--- src/rtl/wd_pkg.sv ---
package wd_pkg;
  localparam int WORD_BITS = 24;
  localparam int SHARED_BITS = 20;

  typedef enum logic [1:0] {
    MD_OFF     = 2'd0,
    MD_FULL    = 2'd1,
    MD_QUAD_IN = 2'd2,
    MD_PAIR    = 2'd3
  } mode_t;

  typedef enum logic [1:0] {
    SY_HUNT = 2'd0,
    SY_CAND = 2'd1,
    SY_LOCK = 2'd2
  } sync_t;
endpackage

--- src/rtl/wd_rst_sync.sv ---
module wd_rst_sync (
  input  logic clk,
  input  logic rst_n,
  output logic rst_sn
);
  logic [1:0] stage_q;

  always_ff @(posedge clk or negedge rst_n) begin
    if (!rst_n) stage_q <= 2'b00;
    else        stage_q <= {stage_q[0], 1'b1};
  end

  assign rst_sn = stage_q[1];
endmodule

--- src/rtl/wd_frame_sync.sv ---
module wd_frame_sync
  import wd_pkg::*;
#(
  parameter int DATA_W = WORD_BITS
) (
  input  logic clk,
  input  logic rst_n,
  input  logic clr,
  input  logic bit_en,
  input  logic ser_bit,
  input  logic mark,
  output logic take,
  output logic word_ok
);
  localparam int CW = $clog2(DATA_W + 1);
  localparam logic [CW-1:0] FULL_CNT = CW'(DATA_W);

  sync_t          st_q, st_n;
  logic [CW-1:0]  cnt_q, cnt_n;
  logic           half_q, half_n;

  always_comb begin
    st_n    = st_q;
    cnt_n   = cnt_q;
    half_n  = half_q;
    take    = 1'b0;
    word_ok = 1'b0;
    if (clr) begin
      st_n   = SY_HUNT;
      cnt_n  = '0;
      half_n = 1'b0;
    end else if (bit_en) begin
      if (mark) begin
        if (ser_bit && !half_q) begin
          half_n = 1'b1;
        end else if (!ser_bit && half_q) begin
          half_n = 1'b0;
          cnt_n  = '0;
          if (st_q == SY_HUNT) begin
            st_n = SY_CAND;
          end else if (cnt_q == FULL_CNT) begin
            st_n    = SY_LOCK;
            word_ok = 1'b1;
          end else begin
            st_n = SY_CAND;
          end
        end else begin
          half_n = 1'b0;
          st_n   = SY_HUNT;
          cnt_n  = '0;
        end
      end else if (half_q || cnt_q == FULL_CNT) begin
        half_n = 1'b0;
        st_n   = SY_HUNT;
        cnt_n  = '0;
      end else begin
        take  = 1'b1;
        cnt_n = cnt_q + CW'(1);
      end
    end
  end

  always_ff @(posedge clk or negedge rst_n) begin
    if (!rst_n) begin
      st_q   <= SY_HUNT;
      cnt_q  <= '0;
      half_q <= 1'b0;
    end else begin
      st_q   <= st_n;
      cnt_q  <= cnt_n;
      half_q <= half_n;
    end
  end

  // a data bit beyond a full frame loses alignment
  p_overrun_drop_r3: assert property (@(posedge clk) disable iff (!rst_n)
    (!clr && bit_en && !mark && cnt_q == FULL_CNT) |=> (st_q == SY_HUNT));

  // an accepted word leaves the receiver aligned at frame start
  p_word_locks_r2: assert property (@(posedge clk) disable iff (!rst_n)
    word_ok |=> (st_q == SY_LOCK && cnt_q == '0));

  // clearing discards alignment
  p_clear_unlocks_r8: assert property (@(posedge clk) disable iff (!rst_n)
    clr |=> (st_q == SY_HUNT && !half_q));
endmodule

--- src/rtl/wd_shift.sv ---
module wd_shift #(
  parameter int DATA_W = wd_pkg::WORD_BITS
) (
  input  logic              clk,
  input  logic              rst_n,
  input  logic              take,
  input  logic              din,
  output logic [DATA_W-1:0] word
);
  logic [DATA_W-1:0] sh_q, sh_n;

  always_comb sh_n = {din, sh_q[DATA_W-1:1]};

  always_ff @(posedge clk or negedge rst_n) begin
    if (!rst_n)    sh_q <= '0;
    else if (take) sh_q <= sh_n;
  end

  assign word = sh_q;
endmodule

--- src/rtl/wd_out_map.sv ---
module wd_out_map
  import wd_pkg::*;
#(
  parameter int DATA_W  = WORD_BITS,
  parameter int SHARE_W = SHARED_BITS
) (
  input  logic              clk,
  input  logic              rst_n,
  input  mode_t             mode,
  input  logic              ser_act,
  input  logic              ok,
  input  logic [DATA_W-1:0] word,
  output logic [DATA_W-1:0] par_out,
  output logic [DATA_W-1:0] par_oe,
  output logic              pulse
);
  localparam int CTL_W  = DATA_W - SHARE_W;
  localparam int PAIR_W = CTL_W / 2;

  logic              live;
  logic [DATA_W-1:0] wr_v, src_v, par_q, par_n;
  logic              pulse_q, upd;

  assign live = (mode != MD_OFF);

  for (genvar i = 0; i < DATA_W; i++) begin : g_bit
    if (i < SHARE_W) begin : g_shared
      assign wr_v[i]   = 1'b1;
      assign src_v[i]  = word[i];
      assign par_oe[i] = live & ~ser_act;
    end else if (i < SHARE_W + PAIR_W) begin : g_low_ctl
      assign wr_v[i]   = (mode == MD_FULL);
      assign src_v[i]  = word[i];
      assign par_oe[i] = (mode == MD_FULL);
    end else begin : g_high_ctl
      assign wr_v[i]   = (mode == MD_FULL) | (mode == MD_PAIR);
      assign src_v[i]  = (mode == MD_PAIR) ? word[i-PAIR_W] : word[i];
      assign par_oe[i] = (mode == MD_FULL) | (mode == MD_PAIR);
    end
  end

  always_comb begin
    upd = ~live | ok;
    if (!live) par_n = '0;
    else       par_n = (wr_v & src_v) | (~wr_v & par_q);
  end

  always_ff @(posedge clk or negedge rst_n) begin
    if (!rst_n) begin
      par_q   <= '0;
      pulse_q <= 1'b0;
    end else begin
      pulse_q <= ok;
      if (upd) par_q <= par_n;
    end
  end

  assign par_out = par_q;
  assign pulse   = pulse_q;

  // the strobe never lasts two cycles
  p_pulse_single_r4: assert property (@(posedge clk) disable iff (!rst_n)
    pulse_q |=> !pulse_q);

  // while transmitting the outputs hold
  p_tx_hold_r8: assert property (@(posedge clk) disable iff (!rst_n)
    (ser_act && live) |=> $stable(par_q));

  // the off mode clears outputs and strobe
  p_off_clear_r9: assert property (@(posedge clk) disable iff (!rst_n)
    !live |=> (par_q == '0 && !pulse_q));

  // top control bits are inputs and keep their value
  p_quad_keep_r6: assert property (@(posedge clk) disable iff (!rst_n)
    (mode == MD_QUAD_IN) |=> $stable(par_q[DATA_W-1:SHARE_W]));

  // the low control pair keeps its value
  p_pair_keep_r7: assert property (@(posedge clk) disable iff (!rst_n)
    (mode == MD_PAIR) |=> $stable(par_q[SHARE_W+PAIR_W-1:SHARE_W]));
endmodule

--- src/rtl/wd_deser.sv ---
module wd_deser
  import wd_pkg::*;
#(
  parameter int DATA_W  = WORD_BITS,
  parameter int SHARE_W = SHARED_BITS
) (
  input  logic              clk,
  input  logic              rst_n,
  input  logic [1:0]        mode,
  input  logic              ser_act,
  input  logic              bit_en,
  input  logic              ser_bit,
  input  logic              bnd_mark,
  output logic [DATA_W-1:0] par_out,
  output logic [DATA_W-1:0] par_oe,
  output logic              word_clk
);
  mode_t             mode_e;
  logic              rst_sn, clr, take, word_ok, pulse;
  logic [DATA_W-1:0] word;

  assign mode_e = mode_t'(mode);
  assign clr    = (mode_e == MD_OFF) | ser_act;

  wd_rst_sync u_rst (
    .clk    (clk),
    .rst_n  (rst_n),
    .rst_sn (rst_sn)
  );

  wd_frame_sync #(.DATA_W(DATA_W)) u_sync (
    .clk     (clk),
    .rst_n   (rst_sn),
    .clr     (clr),
    .bit_en  (bit_en),
    .ser_bit (ser_bit),
    .mark    (bnd_mark),
    .take    (take),
    .word_ok (word_ok)
  );

  wd_shift #(.DATA_W(DATA_W)) u_shift (
    .clk   (clk),
    .rst_n (rst_sn),
    .take  (take),
    .din   (ser_bit),
    .word  (word)
  );

  wd_out_map #(.DATA_W(DATA_W), .SHARE_W(SHARE_W)) u_map (
    .clk     (clk),
    .rst_n   (rst_sn),
    .mode    (mode_e),
    .ser_act (ser_act),
    .ok      (word_ok),
    .word    (word),
    .par_out (par_out),
    .par_oe  (par_oe),
    .pulse   (pulse)
  );

  assign word_clk = pulse | (ser_act & (mode_e != MD_OFF));

  // no word is accepted while transmitting
  p_tx_no_word_r8: assert property (@(posedge clk) disable iff (!rst_sn)
    ser_act |=> !pulse);
endmodule

--- config.mk ---
export PLATFORM = sky130hd
export DESIGN_NAME = wd_deser
export DESIGN_NICKNAME = d
export VERILOG_FILES = /design/src/rtl/wd_pkg.sv /design/src/rtl/wd_rst_sync.sv /design/src/rtl/wd_frame_sync.sv /design/src/rtl/wd_shift.sv /design/src/rtl/wd_out_map.sv /design/src/rtl/wd_deser.sv
export SDC_FILE = /design/constraint.sdc
export NUM_CORES = 1
export LEC_CHECK = 0
export ABC_AREA = 0
export BUFFER_PORTS_ARGS = -buffer_cell sky130_fd_sc_hd__buf_2
export CORE_MARGIN = 8
export CORE_UTILIZATION = 30
export DETAILED_ROUTE_END_ITERATION = 8
export GPL_ROUTABILITY_DRIVEN = 1
export SLEW_MARGIN = 20
export SYNTH_ARGS = -nofsm -noshare
export SYNTH_HDL_FRONTEND = slang
export SYNTH_SLANG_ARGS = --single-unit
--- constraint.sdc ---
create_clock -name clk -period 2.3 [get_ports clk]
set_input_delay 0.115 -clock clk [delete_from_list [all_inputs] [get_ports clk]]
set_output_delay 0.115 -clock clk [all_outputs]
set_load 0.01 [all_outputs]
==> impl_metrics.csv <==
group,metric,value,unit
outcome,status,"completed",
global_routing,grt_remaining_overflow,0,
power_and_ir_drop,p_int,1777,uW
cts,cts_tree,"yes",
critical_path,reg2reg_from,"u_sync.cnt_q[0]",
finish,diodes,0,
global_routing,grt_max_degree,37,
sta,tightest_slew,0.5860,ns
finish,drive_gt1_share,30.31,%
synthesis,synthArstFlopShare,100.0,%
finish,final_nets,292,
routing,drtPass1Iterations,4,
finish,fin_cells,395,
critical_path,arrival,2.12,ns
floorplanning,design.die.area,12380,um2
critical_path,setup.worst_path.class,"flip-flop to flip-flop",
power_and_ir_drop,seq_power_share,49.2,%
cts,clkLatencyLatePin,0.33,ns
synthesis,ys.flop_type,"dfrtp_1",
power_and_ir_drop,power.clock.fraction,39.4,%
synthesis,yosysTopAreaCellShare,54.23,%
synthesis,synth_cell_type_count,31,
sta,max_freq,520.1,MHz
critical_path,max_stage_delay,0.40,ns
synthesis,syn_inst,240,
synthesis,synth_seq_area_share,54.23,%
synthesis,syn-cell-area,2723,um2
critical_path,crit_required,2.50,ns
synthesis,synthAdderAreaFrac,0.9191,%
synthesis,synth_area_leaders,"dfrtp_1, mux2i_1, buf_4",
sta,fin_tns_setup,0,ns
routing,num_vias,1750,
synthesis,synth_edf_count,0,
floorplanning,design.core.area,8763,um2
job,drv_cap,0,
finish,fillCellCount,876,
sta,max_slew_margin,60.52,%
routing,via_per_inst,4.430,
power_and_ir_drop,max-vdd-ir-drop,0.0004028,V
global_routing,grt_pass1_wl,9.045,mm
synthesis,synth.most_common_cell,"dfrtp_1",
cts,cts_setup_buffers,0,
floorplanning,io_pins,57,
critical_path,critPathMaxFanout,19,
floorplanning,dieWidth,111.3,um
power_and_ir_drop,p_comb_share,11.4,%
critical_path,cp-startpoint,"u_sync.cnt_q[0]",
synthesis,synthMuxAreaShare,16.77,%
finish,area_growth,16.27,%
critical_path,path_delay_family,"simple AND/OR/NAND/NOR gates",
sta,min_period,1.923,ns
sta,finalSetupViolations,0,
sta,period_share,83.60,%
critical_path,crit_buf_inv,2,
routing,drt_iter0_drc,22,
placed_design,dp_cells,378,
sta,fin_skew,0.007477,ns
synthesis,synth_compound_area_share,3.814,%
critical_path,start_kind,"flip-flop",
cts,cts_buffer_depth,2,
synthesis,synth_warnings,0,
hold_path,hold_path_class,"primary input to flip-flop",
synthesis,synth_top_family_by_area,"multiplexers",
cts,htreeDepth,3,
sta,slew_violations,0,
synthesis,syn_area_per_cell,11.34,um2
floorplanning,die_h,111.3,um
critical_path,cp_cell_sequence,"inv_1, ha_1, and4b_1, nor3_1, nand3_2, buf_4, mux2i_1",
cts,cts_buffers,9,
cts,cts.sinks,59,
placed_design,dp_slack,0.3950,ns
placed_design,place.gp.congestion,0.7303,
sta,hold_viol,0,
synthesis,yosys.area_share.xor_xnor,0.9651,%
sta,rsz0062_at_grt,"false",
global_routing,first_global_vias,1815,
synthesis,yosysTopAreaCell,"dfrtp_1",
placed_design,dp_hpwl,3.787,mm
floorplanning,start_util,31.07,%
routing,post_drt_wl_per_cell,13.42,um
hold_path,hp-start,"ser_bit",
routing,drc,0,
floorplanning,rows,34,
global_routing,antenna_found_initial,0,
critical_path,reg2reg_slack,0.38,ns
cts,cts-root-buf,"clkbuf_8",
placed_design,io_buffer_count,56,
critical_path,crit_slowest_cell,"dfrtp_1",
power_and_ir_drop,cellLeakagePower,0.001878,uW
routing,antenna_left,0,
power_and_ir_drop,switching_power,626.4,uW
cts,clkTransAtPathRegs,0.07,ns
critical_path,crit_path_end_kind,"flip-flop",
global_routing,track_usage,8.761,%
power_and_ir_drop,switching_share,26.06,%
sta,setup_slack,0.3771,ns
synthesis,synth-simple-area-share,10.48,%
synthesis,synth_seq_cells,59,
power_and_ir_drop,p_per_area,759.4,nW/um2
routing,routed_wl,5.299,mm
synthesis,synth_commonest_cells,"dfrtp_1, mux2i_1, inv_1, nand2_1, buf_4",
synthesis,syn_nets,250,
[placed cells by master, fill, tap and decap left out, drive strengths merged]
cell type,instances
a21o,1
inv,28
ha,2
buf,63
mux2i,40
o22ai,1
or2,2
nand3b,3
clkinvlp,2
nor3,5
mux2,5
conb,1
nand2,25
nand4,1
dfrtp,59
nor2,3
and2,3
nand3,8
xor2,3
clkbuf,11
a311o,4
o21ba,1
nor2b,2
bufinv,1
o21ai,5
and4b,1
dlygate4sd3,1
clkinv,2
o31ai,2
and3,2
[state kept, by name, summed over array words and instances (netlist names)]
| signal | count |
|---|---|
| u_map.par_out | 24 |
| u_map.pulse | 1 |
| u_rst.stage_q | 2 |
| u_shift.word | 24 |
| u_sync.cnt_q | 5 |
| u_sync.half_q | 1 |
| u_sync.st_q | 2 |
[stage by stage]
| stage | cell area (um2) | total power (uW) | utilization [%] | hold WS (ns) |
|---|---|---|---|---|
| 2_1_floorplan | 2723 | 1418 | - | -0.1806 |
| 3_3_place_gp | 2952 | 1473 | 33.68 | -0.09718 |
| 3_5_place_dp | 2952 | 1479 | 33.68 | -0.09561 |
| 4_1_cts | 3166 | 2443 | 36.12 | 0.04980 |
| 5_1_grt | 3166 | 2530 | 36.12 | 0.07298 |
| 6_report | 3166 | 2404 | 36.12 | 0.06700 |
[layout make-up]
type / instances / area [um2] / share of cell area, %
clock inverters: 5 / 62.56 / 1.976
flip-flops and latches: 59 / 1478 / 46.68
well taps: 108 / 135.1 / 4.269
multi-input cells: 120 / 900.9 / 28.46
repair buffers: 64 / 342.8 / 10.83
clock buffers: 11 / 141.4 / 4.466
inverters: 28 / 105.1 / 3.320
[cells by family (layout without fill, tap and decap cells)]
logic type / count (synthesis) / in the layout
buffers and inverters: 61 / 108
DFF: 59 / 59
and+or+nand+nor: 55 / 55
muxes: 45 / 45
AOI/OAI and AO/OA: 14 / 14
xor gates and xnor gates: 3 / 3
adders and majority gates: 2 / 2
other: 1 / 1
[worst paths after layout]
kind | cells after the start | end
max | 7 | u_shift.word[16]
min | 2 | u_shift.word[23]
max reg2reg | 7 | u_shift.word[16]
min reg2reg | 1 | u_map.par_out[17]
max in group asynchronous | 1 | u_map.par_out[4]
min in group asynchronous | 2 | u_rst.stage_q[1]
[power groups by stage]
stage / Sequential, uW / Clock [uW] / Combinational [uW]
6_report: 1180 / 947 / 274
5_1_grt: 1190 / 1030 / 311
4_1_cts: 1180 / 980 / 282
3_5_place_dp: 1200 / 0 / 277
3_3_place_gp: 1200 / 0 / 271
2_1_floorplan: 1200 / 0 / 216
[layer usage]
layer | vias up | GRT usage, % | wire, um | part of all wire (%)
li1 | 841 | - | - | -
met1 | 850 | 10.50 | 2363 | 45
met2 | 52 | 13.08 | 2442 | 46
met3 | 7 | 4.167 | 417 | 7.9
met4 | 0 | 3.733 | 76 | 1.4
met5 | - | 0 | 0 | 0
[repair_timing]
| action | CTS | global route |
|---|---|---|
| resized for setup | 0 | 0 |
| hold buffers | 1 | 0 |
| hold endpoints to repair | 2 | 0 |
Power figures use the tool's default switching activity.
